$ cat config.mk
export PLATFORM = sky130hd
export DESIGN_NAME = seg_load_unit
export DESIGN_NICKNAME = d
export VERILOG_FILES = /design/src/rtl/seg_pkg.sv /design/src/rtl/seg_table_bound.sv /design/src/rtl/seg_desc_check.sv /design/src/rtl/seg_fetch_ctl.sv /design/src/rtl/seg_shadow.sv /design/src/rtl/seg_load_unit.sv
export SDC_FILE = /design/constraint.sdc
export NUM_CORES = 1
export LEC_CHECK = 0
export CAP_MARGIN = 40
export CORE_MARGIN = 2
export CORE_UTILIZATION = 47
export DETAILED_ROUTE_END_ITERATION = 10
export PLACE_DENSITY = 0.82
export SYNTH_ARGS = -nofsm -noshare
export SYNTH_HDL_FRONTEND = slang
export SYNTH_HIERARCHICAL = 1
export SYNTH_SLANG_ARGS = --single-unit
$ cat constraint.sdc
create_clock -name clk_i -period 2.6 [get_ports clk_i]
set_clock_uncertainty 0.1 [all_clocks]
set_input_delay 0.26 -clock clk_i [delete_from_list [all_inputs] [get_ports clk_i]]
set_output_delay 0.26 -clock clk_i [all_outputs]
set_load 0.05 [all_outputs]
$ cat src/rtl/seg_pkg.sv
package seg_pkg;
  localparam int DESC_W = 64;
  localparam int WORD_W = 32;
  localparam int LIN_W  = 32;
  localparam int LIM20_W = 20;

  localparam int B_PRESENT = 47;
  localparam int B_DPL_LO  = 45;
  localparam int B_GRAN    = 55;
  localparam int B_DB      = 54;
  localparam int B_LONG    = 53;
  localparam int B_SYS_N   = 44;
  localparam int B_EXEC    = 43;

  typedef enum logic [1:0] {
    FLT_NONE   = 2'd0,
    FLT_BOUNDS = 2'd1,
    FLT_PRIV   = 2'd2,
    FLT_ABSENT = 2'd3
  } fault_e;

  typedef enum logic [1:0] {
    ST_IDLE,
    ST_LO,
    ST_HI,
    ST_EVAL
  } ld_state_e;
endpackage

$ cat src/rtl/seg_table_bound.sv
module seg_table_bound #(
  parameter int SEL_W = 16,
  parameter int LIM_W = 16
) (
  input  logic [SEL_W-1:0] sel_i,
  input  logic [LIM_W-1:0] limit_i,
  output logic [SEL_W-1:0] off_o,
  output logic             ok_o
);
  localparam int CMP_W = (SEL_W > LIM_W ? SEL_W : LIM_W) + 1;

  logic [CMP_W-1:0] last_byte;

  assign off_o     = {sel_i[SEL_W-1:3], 3'b000};
  assign last_byte = CMP_W'(off_o) + CMP_W'(7);
  // bit 2 selects the local table, which is not supported
  assign ok_o      = !sel_i[2] && (last_byte <= CMP_W'(limit_i));
endmodule

$ cat src/rtl/seg_desc_check.sv
module seg_desc_check
  import seg_pkg::*;
(
  input  logic       present_i,
  input  logic [1:0] dpl_i,
  input  logic [1:0] cpl_i,
  output fault_e     code_o
);
  always_comb begin
    if (!present_i)          code_o = FLT_ABSENT;
    else if (cpl_i > dpl_i)  code_o = FLT_PRIV;
    else                     code_o = FLT_NONE;
  end
endmodule

$ cat src/rtl/seg_fetch_ctl.sv
module seg_fetch_ctl
  import seg_pkg::*;
#(
  parameter int ADDR_W = 32,
  parameter int SEL_W  = 16
) (
  input  logic              clk_i,
  input  logic              rst_ni,
  input  logic              start_i,
  input  logic [SEL_W-1:0]  sel_i,
  input  logic [1:0]        cpl_i,
  input  logic              bound_ok_i,
  input  logic [ADDR_W-1:0] tab_addr_i,
  input  fault_e            eval_code_i,
  output logic              mem_req_o,
  output logic [ADDR_W-1:0] mem_addr_o,
  input  logic              mem_ready_i,
  input  logic [WORD_W-1:0] mem_rdata_i,
  output logic              busy_o,
  output logic              done_o,
  output logic              fault_o,
  output fault_e            code_o,
  output logic              commit_o,
  output logic [DESC_W-1:0] desc_o,
  output logic [SEL_W-1:0]  sel_o,
  output logic [1:0]        cpl_o
);
  ld_state_e         st_q;
  logic [ADDR_W-1:0] addr_q;
  logic [WORD_W-1:0] lo_q, hi_q;
  logic [SEL_W-1:0]  sel_q;
  logic [1:0]        cpl_q;
  logic              done_q, fault_q;
  fault_e            code_q;

  always_ff @(posedge clk_i or negedge rst_ni) begin
    if (!rst_ni) begin
      st_q    <= ST_IDLE;
      addr_q  <= '0;
      lo_q    <= '0;
      hi_q    <= '0;
      sel_q   <= '0;
      cpl_q   <= '0;
      done_q  <= 1'b0;
      fault_q <= 1'b0;
      code_q  <= FLT_NONE;
    end else begin
      done_q  <= 1'b0;
      fault_q <= 1'b0;
      unique case (st_q)
        ST_IDLE: if (start_i) begin
          sel_q <= sel_i;
          cpl_q <= cpl_i;
          if (!bound_ok_i) begin
            fault_q <= 1'b1;
            code_q  <= FLT_BOUNDS;
          end else begin
            addr_q <= tab_addr_i;
            st_q   <= ST_LO;
          end
        end
        ST_LO: if (mem_ready_i) begin
          lo_q   <= mem_rdata_i;
          addr_q <= addr_q + ADDR_W'(4);
          st_q   <= ST_HI;
        end
        ST_HI: if (mem_ready_i) begin
          hi_q <= mem_rdata_i;
          st_q <= ST_EVAL;
        end
        ST_EVAL: begin
          st_q   <= ST_IDLE;
          code_q <= eval_code_i;
          if (eval_code_i == FLT_NONE) done_q  <= 1'b1;
          else                         fault_q <= 1'b1;
        end
        default: st_q <= ST_IDLE;
      endcase
    end
  end

  assign mem_req_o  = (st_q == ST_LO) || (st_q == ST_HI);
  assign mem_addr_o = addr_q;
  assign busy_o     = (st_q != ST_IDLE);
  assign done_o     = done_q;
  assign fault_o    = fault_q;
  assign code_o     = code_q;
  assign commit_o   = (st_q == ST_EVAL) && (eval_code_i == FLT_NONE);
  assign desc_o     = {hi_q, lo_q};
  assign sel_o      = sel_q;
  assign cpl_o      = cpl_q;
endmodule

$ cat src/rtl/seg_shadow.sv
module seg_shadow
  import seg_pkg::*;
#(
  parameter int SEL_W = 16
) (
  input  logic              clk_i,
  input  logic              rst_ni,
  input  logic              commit_i,
  input  logic [DESC_W-1:0] desc_i,
  input  logic [SEL_W-1:0]  sel_i,
  input  logic              long_mode_i,
  input  logic [LIN_W-1:0]  chk_off_i,
  output logic [DESC_W-1:0] shadow_o,
  output logic [SEL_W-1:0]  sel_o,
  output logic              valid_o,
  output logic              code64_o,
  output logic              chk_ok_o,
  output logic [LIN_W-1:0]  chk_lin_o
);
  logic [DESC_W-1:0]  desc_q;
  logic [SEL_W-1:0]   sel_q;
  logic               valid_q;
  logic [LIM20_W-1:0] lim20;
  logic [LIN_W-1:0]   eff_lim, base;

  always_ff @(posedge clk_i or negedge rst_ni) begin
    if (!rst_ni) begin
      desc_q  <= '0;
      sel_q   <= '0;
      valid_q <= 1'b0;
    end else if (commit_i) begin
      desc_q  <= desc_i;
      sel_q   <= sel_i;
      valid_q <= 1'b1;
    end
  end

  assign lim20   = {desc_q[51:48], desc_q[15:0]};
  assign eff_lim = desc_q[B_GRAN] ? {lim20, 12'hFFF} : LIN_W'(lim20);
  assign base    = {desc_q[63:56], desc_q[39:16]};

  assign chk_ok_o  = valid_q && (long_mode_i || (chk_off_i <= eff_lim));
  assign chk_lin_o = long_mode_i ? chk_off_i : base + chk_off_i;
  assign code64_o  = valid_q && desc_q[B_SYS_N] && desc_q[B_EXEC]
                     && desc_q[B_LONG] && !desc_q[B_DB];
  assign shadow_o  = desc_q;
  assign sel_o     = sel_q;
  assign valid_o   = valid_q;
endmodule

$ cat src/rtl/seg_load_unit.sv
module seg_load_unit
  import seg_pkg::*;
#(
  parameter int ADDR_W = 32,
  parameter int SEL_W  = 16,
  parameter int LIM_W  = 16
) (
  input  logic              clk_i,
  input  logic              rst_ni,
  input  logic              start_i,
  input  logic [SEL_W-1:0]  sel_i,
  input  logic [1:0]        cpl_i,
  input  logic              long_mode_i,
  input  logic [ADDR_W-1:0] gdt_base_i,
  input  logic [LIM_W-1:0]  gdt_limit_i,
  output logic              mem_req_o,
  output logic [ADDR_W-1:0] mem_addr_o,
  input  logic              mem_ready_i,
  input  logic [31:0]       mem_rdata_i,
  output logic              busy_o,
  output logic              done_o,
  output logic              fault_o,
  output logic [1:0]        fault_code_o,
  output logic [63:0]       shadow_o,
  output logic [SEL_W-1:0]  sel_o,
  output logic              code64_o,
  input  logic [31:0]       chk_off_i,
  output logic              chk_ok_o,
  output logic [31:0]       chk_lin_o
);
  logic [SEL_W-1:0]  tab_off;
  logic              bound_ok;
  fault_e            eval_code, code;
  logic              commit;
  logic [DESC_W-1:0] fetched;
  logic [SEL_W-1:0]  sel_cap;
  logic [1:0]        cpl_cap;
  logic              shd_valid;

  seg_table_bound #(.SEL_W(SEL_W), .LIM_W(LIM_W)) u_bound (
    .sel_i   (sel_i),
    .limit_i (gdt_limit_i),
    .off_o   (tab_off),
    .ok_o    (bound_ok)
  );

  seg_desc_check u_dchk (
    .present_i (fetched[B_PRESENT]),
    .dpl_i     (fetched[B_DPL_LO+1:B_DPL_LO]),
    .cpl_i     (cpl_cap),
    .code_o    (eval_code)
  );

  seg_fetch_ctl #(.ADDR_W(ADDR_W), .SEL_W(SEL_W)) u_fetch (
    .clk_i       (clk_i),
    .rst_ni      (rst_ni),
    .start_i     (start_i),
    .sel_i       (sel_i),
    .cpl_i       (cpl_i),
    .bound_ok_i  (bound_ok),
    .tab_addr_i  (gdt_base_i + ADDR_W'(tab_off)),
    .eval_code_i (eval_code),
    .mem_req_o   (mem_req_o),
    .mem_addr_o  (mem_addr_o),
    .mem_ready_i (mem_ready_i),
    .mem_rdata_i (mem_rdata_i),
    .busy_o      (busy_o),
    .done_o      (done_o),
    .fault_o     (fault_o),
    .code_o      (code),
    .commit_o    (commit),
    .desc_o      (fetched),
    .sel_o       (sel_cap),
    .cpl_o       (cpl_cap)
  );

  seg_shadow #(.SEL_W(SEL_W)) u_shadow (
    .clk_i       (clk_i),
    .rst_ni      (rst_ni),
    .commit_i    (commit),
    .desc_i      (fetched),
    .sel_i       (sel_cap),
    .long_mode_i (long_mode_i),
    .chk_off_i   (chk_off_i),
    .shadow_o    (shadow_o),
    .sel_o       (sel_o),
    .valid_o     (shd_valid),
    .code64_o    (code64_o),
    .chk_ok_o    (chk_ok_o),
    .chk_lin_o   (chk_lin_o)
  );

  assign fault_code_o = code;
endmodule

# == Word-level counts from Yosys, hierarchy flattened ==
# Index checks and enable logic that the tools add are counted.
# word_totals
ff_bits,201
input_bits,135
output_inout_bits,152
# op_classes
add_sub_neg,4
order_cmp,3
n_eq_ne,8
muxes,22
reduce_logical,22
# ops
cell,n
32-bit two-way mux,5
32-bit case mux with 2 select lines,1
32-bit by 16-bit adder with 32-bit output,1
"32-bit by 3-bit adder with 32-bit output, second input constant",1
32-bit adder,1
32-bit less-or-equal comparator,1
"16-bit by 3-bit adder with 17-bit output, second input constant",1
17-bit by 16-bit less-or-equal comparator with 1-bit output,1
2-bit two-way mux,8
"2-bit != test, second input constant",4
2-bit case mux with 4 select lines,1
4-bit AND reduction,2
1-bit logical AND,7
2-bit AND reduction,3
2-bit nonzero test,3
1-bit two-way mux,5
"2-bit == test, second input constant",2
2-bit zero test,2
2-bit case mux with 2 select lines,1
3-bit AND reduction,1
"2-bit by 1-bit == test with 1-bit output, second input constant",1
2-bit > comparator,1
1-bit zero test,2
1-bit logical OR,2
2 further kinds,2

# == Logic depth before layout (Yosys ltp) ==
# depth
depth_word,6
depth_mapped,14

# == By module ==
# Netlist, hierarchy kept.
# modules_own_cells
module,n_inst,cells_each,area_per_inst_um2
seg_shadow,1,589,5839.4
seg_fetch_ctl,1,450,5366.4
seg_load_unit,1,169,1218.7
seg_table_bound,1,64,467.9
seg_desc_check,1,8,56.3

# == Least setup slack after synthesis ==
# Ideal clock, no wire load.
# synth_path
kind,reg2out
from,"register u_shadow.desc_q[16], in the netlist u_shadow/shadow_o[16]"
to,output chk_lin_o[28]
arrival_time_ns,3.650
setup_slack_ns,-1.410
stages_incl_launch_ff,11
path_buffers,0
path_cell_list,dfrtp_1 -> ha_1 -> inv_1 -> fa_1 -> nand2b_1 -> a211oi_2 -> o21ai_1 -> a211oi_2 -> o311ai_1 -> and3_1 -> o31ai_1
# synth_via
elab_chain_cells,2
# synth_rtl
element,line,text
start: declaration,seg_shadow.sv:20,logic [DESC_W-1:0] desc_q;
start signal: assignment,seg_shadow.sv:32,desc_q <= desc_i;
32-bit adder,seg_shadow.sv:43,assign chk_lin_o = long_mode_i ? chk_off_i : base + chk_off_i;
32-bit two-way mux,seg_shadow.sv:43,
end: declaration,seg_load_unit.sv:29,output logic [31:0] chk_lin_o
# Every way passes these cells.

# == Worst setup path in the final report ==
# layout_path
from,"register u_shadow.desc_q[20], in the netlist u_shadow/shadow_o[20]"
to,output chk_lin_o[31]
# Same word-level chain as after synthesis.

==> run metrics <==
num ports=287; Vias per Instance=5.95; post-synth top area cell=dfrtp_1; crit path launch type=register; Max Cap Viol=0; Peak supply drop=0.00103 V; Post-DRT Antenna Nets=0; number of synthesized register bits=201; DRT Wirelength=49,100 µm; share of the synthesized area in the top cell type=38.8%; initial antenna violation count=3; Crit path largest cell delay=0.46 ns; clock network power share=12.0%; CTS tree=yes; synth unique cells=81; pin count of the biggest net entering global routing=77; final net count=2,045; Synth area leaders=dfrtp_1 39%, mux2_2 14%, ha_1 9.7%; Initial Utilization=47.9%; ANT cells=0; grt ovf=0; Design Area, Final=20,700 µm²; sum of buffers and inverters on the critical path=2; dpl ws=-0.922 ns; worst min path class=primary input to register; TritonCTS Buffers=23; fin crit period=3.76 ns; Most used DFF post-synth=dfrtp_1; Worst-Margin Slew=0.635 ns; die area=28,900 µm²; crit-path cells=ha_4 -> o211ai_1 -> o21a_1 -> a21o_1 -> o41ai_2 -> buf_4 -> o211ai_1 -> o21ai_1 -> mux2i_1 -> xnor2_2 -> buf_12; slowest CP cell=mux2i_1; Cells after Synth=1,280; Sw Ratio=46.1%; Leak Pwr=9.08 nW; Most Crowded Layer GR=met2; Comb power frac=65.2%; Die Y=170 µm; Cell Int Power=14.4 mW; GRT met3 Usage=7.74%; num rows=60; critical-path maximum fanout=3; Remaining DRCs=0; WP data required=2.24 ns; Commonest cells post-synth=201 x dfrtp_1, 163 x mux2_2, 110 x nand2_1; endpoint class of the critical path=output port; Final setup viols=30; core area=27,000 µm²; Synth Cell Area=12,900 µm²; relative slew slack=57.6%; CTS clk-pin slew, worst paths=0.06 ns; worst setup path category=register to output port; Top cell by count, worst path=o211ai_1; most common cell in the synthesized netlist=dfrtp_1; Psw=12.3 mW; DR iter-0 viols=1,014; Ys Warns=6; vias in the first global route=13,200; layout cell share with drive strength beyond 1=40.6%; H-tree levels=1; Seq pwr share=22.7%; maximum clock path buffer count=3; placed cells=2,083; total number of vias=12,900; period utilization=145%; fin util=76.7%; first-pass GRT wire length=72,900 µm; kind of cell adding the most delay to the critical path=compound AO/OA/AOI/OAI gates; status=finished, violations left; fraction of registers with async set/reset=100%; RSZ-0062 raised after global routing=true; P per Cell Area=1290 nW/µm²; input/output buffers=286; area delta synth->final=60.0%; final hold violation count=0; Arr. time, crit path=3.40 ns; clock sink total=201; CTS Root Cell=clkbuf_16; Post-synth EDFFs=0; Power Total=26.7 mW; GP Congestion=0.948; M2 GR Usage=56.5%; Max Slew Vio Count=0; achievable frequency=266 MHz; WL/cell=22.7 µm; post-synthesis sequential area ratio=38.8%; Die W=170 µm; failing checks=setup timing; non-filler cells, final=2,164; GRT met1 Usage=39.0%; post-DP HPWL=35,800 µm; syn avg cell area=10.1 µm²; Pre-Repair DR Iteration Count=8; Tot GR Track Use=32.5%; Setup WS post-layout=-1.16 ns; worst skew pair latency=0.51 ns; post-place instance area=18,700 µm²
-- final timing paths --
check	from	to	slack (ns)	depth (start not counted)
max	u_shadow/shadow_o[20]	chk_lin_o[31]	-1.16	11
min	sel_i[12]	u_fetch/sel_o[12]	0.08	2
max reg2reg	u_fetch/mem_addr_o[5]	u_fetch/mem_addr_o[26]	0.29	5
min reg2reg	u_shadow/valid_o	u_shadow/valid_o	0.39	1
max in group asynchronous	rst_ni	u_shadow/shadow_o[34]	1.41	3
min in group asynchronous	rst_ni	u_fetch/mem_addr_o[13]	0.21	2
-- stage by stage --
stage | TNS [ns] | hold slack (ns)
final | -18.52 | 0.0791
after global placement | -27.82 | 0.199
after floorplan | -4.71 | -0.136
after detailed placement | -33.42 | 0.207
after CTS | -15.77 | 0.114
after global routing | -21.12 | 0.0760
-- layout by cell type, fill, tap and decap left out, drive strengths merged, types with 16 or more instances in the layout --
cell	instances
a21o	38
a21oi	100
buf	319
clkbuf	32
clkdlybuf4s50	225
dfrtp	201
dlygate4sd2	16
ha	100
inv	47
mux2	163
nand2	110
nand3	33
nand4	28
nor2	47
o21ai	74
xnor2	28
xor2	23
-- registers in the layout, indices dropped and copies added (netlist names), 2 cells and up --
register / count
u_shadow/shadow_o: 64
u_fetch/cpl_o: 2
u_fetch/mem_addr_o: 32
u_fetch/code_o: 2
u_fetch/sel_o: 16
u_fetch/lo_q: 32
u_fetch/st_q: 2
u_shadow/sel_o: 16
u_fetch/hi_q: 32
-- repair_timing --
action / 4_1_cts / 5_1_grt
setup buffers: 20 / 20
hold buffers: 1 / 0
gates cloned: 3 / 0
resized for setup: 99 / 90
pin swaps: 75 / 57
endpoints found under the setup margin: 63 / 42
hold endpoints to repair: 67 / 0
-- power by group through the flow --
stage	Clock [mW]	Combinational (mW)	Sequential (mW)
after floorplan	0	6.89	8.25
after global placement	0	15.1	5.89
after detailed placement	0	15.5	5.99
after CTS	3.26	16.4	6.00
after global routing	3.40	18.2	6.21
final	3.21	17.4	6.06
-- metal layers --
layer	routed length (µm)	part of all wire (%)	up-vias
li1	-	-	5759
met1	18700	38	6251
met2	23600	48	678
met3	4240	8.6	176
met4	2610	5.3	6
met5	36	0.073	-
-- final cells by class --
class                           instances  area, µm²
Clock buffer                           31        646
Clock inverter                          9        101
Sequential cell                       201       5060
Inverter                               46        173
Timing Repair Buffer                  572       5570
Fill cell                            1699       6300
Tap cell                              341        427
Multi-Input combinational cell        964       8740
-- logic make-up (layout without fill, tap and decap cells) --
logic type,Yosys count,count (layout),synth area share (%)
AOI/OAI and AO/OA,331,331,17.1
and+or+nand+nor,299,299,11.4
DFF,201,201,38.8
muxes,178,178,15.3
buffers and inverters,117,658,3.89
adders and majority gates,102,102,9.97
xor gates and xnor gates,51,51,3.45
other,1,3,0.0290
(Power assumes the default switching activity.)
